### src/rtl/amin_pkg.sv
package amin_pkg;

  typedef enum logic {
    SEL_MIN = 1'b0,
    SEL_MAX = 1'b1
  } sel_mode_e;

endpackage

### src/rtl/amin_leaf.sv
module amin_leaf #(
  parameter int N  = 32,
  parameter int W  = 16,
  parameter int IW = $clog2(N)
) (
  input  logic [N-1:0]            en,
  input  logic [N*W-1:0]          vals,
  output logic [N*(1+IW+W)-1:0]   cands
);
  localparam int CW = 1 + IW + W;

  typedef struct packed {
    logic          ok;
    logic [IW-1:0] idx;
    logic [W-1:0]  val;
  } cand_t;

  // Each element becomes a candidate tagged with its own position
  for (genvar i = 0; i < N; i++) begin : g_pack
    cand_t c;
    assign c.ok  = en[i];
    assign c.idx = IW'(i);
    assign c.val = vals[i*W +: W];
    assign cands[i*CW +: CW] = c;
  end

endmodule

### src/rtl/amin_node.sv
module amin_node import amin_pkg::*; #(
  parameter int W  = 16,
  parameter int IW = 5
) (
  input  sel_mode_e           mode,
  input  logic [IW+W:0]       a,   // lower-numbered side
  input  logic [IW+W:0]       b,   // higher-numbered side
  output logic [IW+W:0]       y
);
  typedef struct packed {
    logic          ok;
    logic [IW-1:0] idx;
    logic [W-1:0]  val;
  } cand_t;

  cand_t ca, cb, cy;
  logic  b_beats;

  assign ca = a;
  assign cb = b;

  // b wins only on a strict improvement, so ties stay on the low side
  always_comb begin
    if (mode == SEL_MAX) b_beats = cb.val > ca.val;
    else                 b_beats = cb.val < ca.val;
  end

  always_comb begin
    if (!ca.ok && !cb.ok)          cy = '0;
    else if (cb.ok && (!ca.ok || b_beats)) cy = cb;
    else                           cy = ca;
  end

  assign y = cy;

endmodule

### src/rtl/amin_stage.sv
module amin_stage import amin_pkg::*; #(
  parameter int W   = 16,
  parameter int IW  = 5,
  parameter int NIN = 32
) (
  input  logic                              clk,
  input  logic                              rst,
  input  logic                              in_vld,
  input  sel_mode_e                         in_mode,
  input  logic [NIN*(1+IW+W)-1:0]           in_cands,
  output logic                              out_vld,
  output sel_mode_e                         out_mode,
  output logic [(NIN/2)*(1+IW+W)-1:0]       out_cands
);
  localparam int CW   = 1 + IW + W;
  localparam int NOUT = NIN / 2;

  typedef struct packed {
    logic          ok;
    logic [IW-1:0] idx;
    logic [W-1:0]  val;
  } cand_t;

  logic [NOUT*CW-1:0] nxt;
  cand_t              cin [NIN];
  cand_t              cq  [NOUT];

  for (genvar i = 0; i < NIN; i++) begin : g_view_in
    assign cin[i] = in_cands[i*CW +: CW];
  end

  for (genvar j = 0; j < NOUT; j++) begin : g_node
    amin_node #(.W(W), .IW(IW)) u_node (
      .mode (in_mode),
      .a    (in_cands[(2*j)*CW   +: CW]),
      .b    (in_cands[(2*j+1)*CW +: CW]),
      .y    (nxt[j*CW +: CW])
    );
    assign cq[j] = out_cands[j*CW +: CW];
  end

  // Data registers load only when a reduction passes through
  always_ff @(posedge clk) begin
    if (rst) begin
      out_vld   <= 1'b0;
      out_mode  <= SEL_MIN;
      out_cands <= '0;
    end else begin
      out_vld <= in_vld;
      if (in_vld) begin
        out_mode  <= in_mode;
        out_cands <= nxt;
      end
    end
  end

  for (genvar j = 0; j < NOUT; j++) begin : g_chk
    p_min_pick_r1: assert property (@(posedge clk) disable iff (rst)
      (in_vld && in_mode == SEL_MIN && cin[2*j].ok && cin[2*j+1].ok) |=>
        (cq[j].val <= $past(cin[2*j].val) && cq[j].val <= $past(cin[2*j+1].val)));

    p_max_pick_r2: assert property (@(posedge clk) disable iff (rst)
      (in_vld && in_mode == SEL_MAX && cin[2*j].ok && cin[2*j+1].ok) |=>
        (cq[j].val >= $past(cin[2*j].val) && cq[j].val >= $past(cin[2*j+1].val)));

    p_tie_low_r3: assert property (@(posedge clk) disable iff (rst)
      (in_vld && cin[2*j].ok && cin[2*j+1].ok && cin[2*j].val == cin[2*j+1].val) |=>
        (cq[j].idx == $past(cin[2*j].idx)));

    p_skip_off_r5: assert property (@(posedge clk) disable iff (rst)
      (in_vld && (cin[2*j].ok != cin[2*j+1].ok)) |=>
        (cq[j].ok && cq[j].idx == ($past(cin[2*j].ok) ? $past(cin[2*j].idx) : $past(cin[2*j+1].idx))));

    p_none_zero_r6: assert property (@(posedge clk) disable iff (rst)
      (in_vld && !cin[2*j].ok && !cin[2*j+1].ok) |=> (cq[j] == '0));
  end

endmodule

### src/rtl/amin_reduce.sv
module amin_reduce import amin_pkg::*; #(
  parameter int N  = 32,
  parameter int W  = 16,
  localparam int IW = $clog2(N)
) (
  input  logic             clk,
  input  logic             rst,
  input  logic             start,
  input  logic             mode_max,
  input  logic [N-1:0]     elem_en,
  input  logic [N*W-1:0]   elem_val,
  output logic             done,
  output logic             valid,
  output logic [W-1:0]     best_val,
  output logic [IW-1:0]    best_idx
);
  localparam int LVL = $clog2(N);
  localparam int CW  = 1 + IW + W;

  typedef struct packed {
    logic          ok;
    logic [IW-1:0] idx;
    logic [W-1:0]  val;
  } cand_t;

  logic [N*CW-1:0] leaf_c;
  cand_t           fin;

  amin_leaf #(.N(N), .W(W), .IW(IW)) u_leaf (
    .en    (elem_en),
    .vals  (elem_val),
    .cands (leaf_c)
  );

  for (genvar l = 0; l < LVL; l++) begin : g_lvl
    localparam int NIN = N >> l;
    logic [NIN*CW-1:0]     cin;
    logic                  vin;
    sel_mode_e             min_;
    logic [(NIN/2)*CW-1:0] cout;
    logic                  vout;
    sel_mode_e             mout;

    if (l == 0) begin : g_first
      assign cin  = leaf_c;
      assign vin  = start;
      assign min_ = sel_mode_e'(mode_max);
    end else begin : g_next
      assign cin  = g_lvl[l-1].cout;
      assign vin  = g_lvl[l-1].vout;
      assign min_ = g_lvl[l-1].mout;
    end

    amin_stage #(.W(W), .IW(IW), .NIN(NIN)) u_stage (
      .clk       (clk),
      .rst       (rst),
      .in_vld    (vin),
      .in_mode   (min_),
      .in_cands  (cin),
      .out_vld   (vout),
      .out_mode  (mout),
      .out_cands (cout)
    );
  end

  assign fin      = g_lvl[LVL-1].cout;
  assign done     = g_lvl[LVL-1].vout;
  assign valid    = fin.ok;
  assign best_val = fin.val;
  assign best_idx = fin.idx;

  p_latency_r4: assert property (@(posedge clk) disable iff (rst)
    done |-> $past(start, LVL));

  p_mode_follows_r4: assert property (@(posedge clk) disable iff (rst)
    done |-> (g_lvl[LVL-1].mout == sel_mode_e'($past(mode_max, LVL))));

  p_hold_r7: assert property (@(posedge clk) disable iff (rst)
    !done |-> ($stable(best_val) && $stable(best_idx) && $stable(valid)));

  p_empty_r6: assert property (@(posedge clk) disable iff (rst)
    (done && !valid) |-> (best_val == '0 && best_idx == '0));

endmodule

### config.mk
export PLATFORM = sky130hd
export DESIGN_NAME = amin_reduce
export DESIGN_NICKNAME = d
export VERILOG_FILES = /design/src/rtl/amin_pkg.sv /design/src/rtl/amin_leaf.sv /design/src/rtl/amin_node.sv /design/src/rtl/amin_stage.sv /design/src/rtl/amin_reduce.sv
export SDC_FILE = /design/constraint.sdc
export NUM_CORES = 2
export LEC_CHECK = 0
export BUFFER_PORTS_ARGS = -buffer_cell sky130_fd_sc_hd__buf_2
export CAP_MARGIN = 10
export CORE_ASPECT_RATIO = 1.25
export CORE_UTILIZATION = 55
export DETAILED_ROUTE_END_ITERATION = 16
export PLACE_DENSITY = 0.76
export SYNTH_ARGS = -nofsm -noshare
export SYNTH_HDL_FRONTEND = slang
export SYNTH_SLANG_ARGS = --single-unit
### constraint.sdc
create_clock -name clk -period 5.3 [get_ports clk]
set_clock_uncertainty 0.15 [all_clocks]
set_input_delay 1.59 -clock clk [delete_from_list [all_inputs] [get_ports clk]]
set_output_delay 1.59 -clock clk [all_outputs]
set_load 0.02 [all_outputs]
Word level (Yosys, flattened, before mapping)
Index checks and enable logic that the tools add are counted.
{ "word_totals": {"word_cells": 324, "regBits": 691} }
{ "classes": {"n_mux": 93, "n_lt_le_gt_ge": 62, "reduce_logical": 155} }
{ "ops": {"columns": ["operator", "count"], "rows": [
  ["$mux W22", 62],
  ["$gt A16 B16 Y1", 31],
  ["$lt A16 B16 Y1", 31],
  ["$logic_and A1 B1 Y1", 62],
  ["$logic_not A1 Y1", 62],
  ["$logic_or A1 B1 Y1", 31],
  ["$mux W1", 31]
]} }

Logic depth before layout (Yosys ltp)
{ "logic_depth": {"word_depth": 6, "ltp_mapped": 12, "mapped_depth_nobuf": 10} }

By module
Synthesis repeated with hierarchy kept, for this count alone.
{ "hier_totals": {"cells_unflattened": 5819, "hier_area_um2": 52729.3} }
{ "modules_own_cells": {"columns": ["mod", "seq_area_each_um2", "instances", "area_per_inst_um2", "cells_per_inst"], "rows": [
  ["amin_node at g_lvl[0].u_stage.g_node[0].u_node ...", 0.0, 29, 718.2, 90],
  ["amin_stage at g_lvl[0].u_stage", 7086.8, 1, 12436.9, 1140],
  ["amin_stage at g_lvl[1].u_stage", 3563.4, 1, 6329.8, 573],
  ["amin_leaf", 0.0, 1, 5292.6, 706],
  ["amin_stage at g_lvl[2].u_stage", 1801.7, 1, 3219.3, 289],
  ["amin_stage at g_lvl[3].u_stage", 920.9, 1, 1659.1, 147],
  ["amin_node at g_lvl[4].u_stage.g_node[0].u_node", 0.0, 1, 1318.8, 182],
  ["amin_stage at g_lvl[4].u_stage", 480.5, 1, 863.3, 76],
  ["amin_node at g_lvl[0].u_stage.g_node[6].u_node", 0.0, 1, 782.0, 96]
]} }

Worst setup path before layout
No wires, ideal clock.
{ "synth_path": {"kind": "in2reg", "start": "in elem_val[487]", "end": "reg g_lvl[0].u_stage.out_cands[336]", "t_required_ps": 5027, "path_slack_ps": 1201, "path_buffers": 1, "setup_time_ps": 123, "t_arrival_ps": 3826, "cell_stages": 11, "cell_sequence": "inv_1 > ha_1 > and3_1 > a221o_1 > a221oi_2 > o211ai_1 > xor2_1 > a211oi_4 > buf_4 > a222oi_1 > inv_1"} }
{ "synth_via": {"elab_chain_cells": 6} }
{ "synth_lines": {"columns": ["item", "line", "text"], "rows": [
  ["start: declaration", "amin_reduce.sv:11", "input logic [N*W-1:0] elem_val,"],
  ["$lt A16 B16 Y1 or $gt A16 B16 Y1 (tied branches)", "amin_node.sv:25, amin_node.sv:24", null],
  ["$mux W1 (*)", "amin_node.sv:24", "if (mode == SEL_MAX) b_beats = cb.val > ca.val;"],
  ["$logic_or A1 B1 Y1 (*)", "amin_node.sv:30", "else if (cb.ok && (!ca.ok || b_beats)) cy = cb;"],
  ["$logic_and A1 B1 Y1 (*)", "amin_node.sv:30", null],
  ["$mux W22 (*)", "amin_node.sv:30", null],
  ["$mux W22 (*)", "amin_node.sv:29", "if (!ca.ok && !cb.ok) cy = '0;"],
  ["end signal: assignment", "amin_stage.sv:52", "out_cands <= nxt;"],
  ["end: declaration", "amin_stage.sv:13", "output logic [(NIN/2)*(1+IW+W)-1:0] out_cands"]
]} }
Mark *: on every way between the ends. The rest lies on a longest branch, timed or not.
A chain may end at the register's enable or synchronous reset.

Worst setup path after layout
{ "layout_path": {"start": "in elem_val[303]", "end": "reg g_lvl[0].u_stage.out_cands[205]"} }
Same word-level chain as after synthesis.

==> run summary <==
Worst EP arrival: 4430 ps
Startpoint Class: input port
Drt drc: 0
Largest net degree at the start of global routing: 129
Hold Crit Class: flip-flop to flip-flop
Dpl hpwl: 86,100 µm
Worst slew pin tran: 1160 ps
Pwr per Cell Area: 279 nW/µm²
Peak VDD IR: 0.201 mV
Area grow syn2layout: 16.0%
Buffers added on ports: 570
Placed insts: 5,419
Final Cell Area: 42,600 µm²
Ys Warns: 0
EDFF count, synth: 0
CTS Hold Bufs: 0
Drt initial violations: 2,271
WL per Instance: 20.2 µm
Initial antenna violation count: 6
Starting density of the core: 55.8%
Die height: 291 µm
Synthesized Nets: 5,169
Die ar.: 67,900 µm²
Slew Limit Headroom: 22.7%
Core Region: 65,800 µm²
Final WS setup: 1220 ps
CTS tree: done
Root Driver: clkbuf_16
WL final: 112,000 µm
Synth Register Bits: 619
H-tree depth: 3
Worst EP required: 5640 ps
R2R Setup Slk: 1710 ps
Reg clk slew, reported paths: 60 ps
Fill cell count: 5,610
Ys flop type: dfxtp_1
CTS buffer count: 67
Fraction of layout cells with a size suffix above 1: 17.6%
Setup violators final: 0
Max Freq: 245 MHz
Final hold vios: 0
RSZ-0062 raised after global routing: false
CTS resizes: 0
Final ANT Viol Nets: 0
Routability cong.: 0.939
# nets final: 5,679
Reg2reg start: g_lvl[2].u_stage.out_cands[58]
Ys async rst share: 0%
DIE WIDTH: 233 µm
Number of clock sinks: 619
Total gr overflow: 0
CP max FO: 17
Non-Filler Instances: 5,546
# Post-CTS Setup Buffers: 0
Status: complete, no violations
Synth unique cells: 64
Area post-placement: 40,300 µm²
Min cycle time layout: 4080 ps
CP startpoint: elem_val[303]
Synthesized area: 36,800 µm²
Clock Path Buffers: 3
Crit end category: flip-flop
Static Leakage: 0.0192 µW
Final max-slew violation count: 0
Drt pass-1 iters: 8
Vias in the first global route: 33,001
Core Rows: 105
Mapped Avg Cell Area: 8.91 µm²
Critical path type: input port to flip-flop
Synthesized instance count: 4,125
DR vias/cell: 6.05
Vias: 33,546
I/O pin cnt: 571
Worst skew pair latency: 610 ps
Fin crit share: 77.1%
Sequential area share after synthesis: 33.7%
Max Cap Viol: 0
Setup TNS: 0 ps
Total GRT Usage: 32.3%
Global-route wire length before repair: 175,000 µm
Min-delay src: g_lvl[4].u_stage.out_cands[18]
Overall Power: 11,900 µW
Pre-CTS setup slack: 608 ps
## power by group
part | leakage [µW] | internal, µW | total [µW] | switching (µW)
registers | 0.00504 | 4850 | 5070 | 213
clock network | 0.00112 | 2890 | 4850 | 1960
logic | 0.0130 | 851 | 1990 | 1140
## routing by layer
layer  wire length [µm]  track usage [%]  vias to the layer above
met2              54800             56.7                     1151
met1              44800             37.8                    15809
met5                  0                0                        -
met4               6090             16.9                        0
met3               6200             4.12                      306
li1                   -                -                    16280
## cell type report
type	instances	area, µm²	share of cell area (%)
sequential	619	12400	29.1
tap	856	1070	2.51
clock buffer	100	2070	4.85
inverter	540	2030	4.75
clock inverter	18	198	0.464
timing repair buffer	638	3430	8.04
antenna	6	15.0	0.0352
multi-input combinational	2769	21400	50.3
## worst paths after layout
| check | end | cells after the start |
|---|---|---|
| setup / recovery | g_lvl[0].u_stage.out_cands[205] | 11 |
| hold / removal | g_lvl[4].u_stage.out_cands[18] | 2 |
| setup reg to reg | g_lvl[3].u_stage.out_cands[35] | 11 |
| hold reg to reg | g_lvl[4].u_stage.out_cands[18] | 2 |
## worst max-delay path: stages
cell and delay [ps]:
buf_2 80, inv_1 40, ha_1 310, nand4_1 190, or3_1 430, nor3_1 250
a2111oi_1 140, xnor2_1 190, a21oi_2 730, nor3_1 140, a221o_1 300
## flip-flops by register name, summed over array words and instances (netlist names)
| name | cells |
|---|---|
| g_lvl.u_stage.out_mode | 4 |
| g_lvl.u_stage.out_cands | 610 |
| g_lvl.u_stage.out_vld | 5 |
## cell usage after synthesis, drive strengths merged, types with 11 or more instances
master / count / area share [%]
nor3b: 12 / 0.25
o22ai: 20 / 0.34
nor3: 334 / 4.6
inv: 540 / 5.5
ha: 496 / 17
o21a: 75 / 1.5
nand4: 75 / 1.3
o221ai: 19 / 0.47
a21oi: 235 / 3.4
o211ai: 11 / 0.24
clkbuf: 132 / 1.3
nand3: 44 / 0.60
a2111oi: 34 / 1.0
dfxtp: 619 / 34
a21o: 53 / 1.1
nor2: 109 / 1.1
or3: 20 / 0.38
o21ai: 148 / 2.0
nand2: 300 / 3.1
nor2b: 43 / 0.75
a221o: 409 / 11
xnor2: 22 / 0.57
a211oi: 43 / 1.2
mux2i: 110 / 3.0
a222oi: 16 / 0.44
and2: 90 / 1.5
buf: 65 / 1.2
## cells by family after synthesis
family	Yosys count	synth area share [%]
adders and majority gates	496	16.9
xor gates and xnor gates	23	0.589
and+or+nand+nor	1046	14.0
DFF	619	33.7
buffers and inverters	737	8.06
muxes	114	3.12
AOI/OAI and AO/OA	1090	23.6
## placed cells by master (no fill, tap or decap), types with 53 or more instances in the layout
master / instances
a221o_1: 409
buf_2: 568
o21ai_0: 65
buf_4: 63
mux2i_1: 110
a21o_1: 53
a21oi_1: 215
nand2_1: 299
ha_1: 496
clkbuf_16: 73
dfxtp_1: 617
nand4_1: 75
o21ai_1: 82
o21a_1: 75
nor2_1: 102
nor3_1: 329
inv_1: 540
and2_1: 90
## stage by stage
stage / hold slack, ps / utilization (%)
3_5_place_dp: 290 / 61.3
6_report: 297 / 64.8
3_3_place_gp: 281 / 61.3
2_1_floorplan: 273 / -
4_1_cts: 303 / 64.7
5_1_grt: 327 / 64.8
Note: power is estimated with default switching activity, not from simulation.
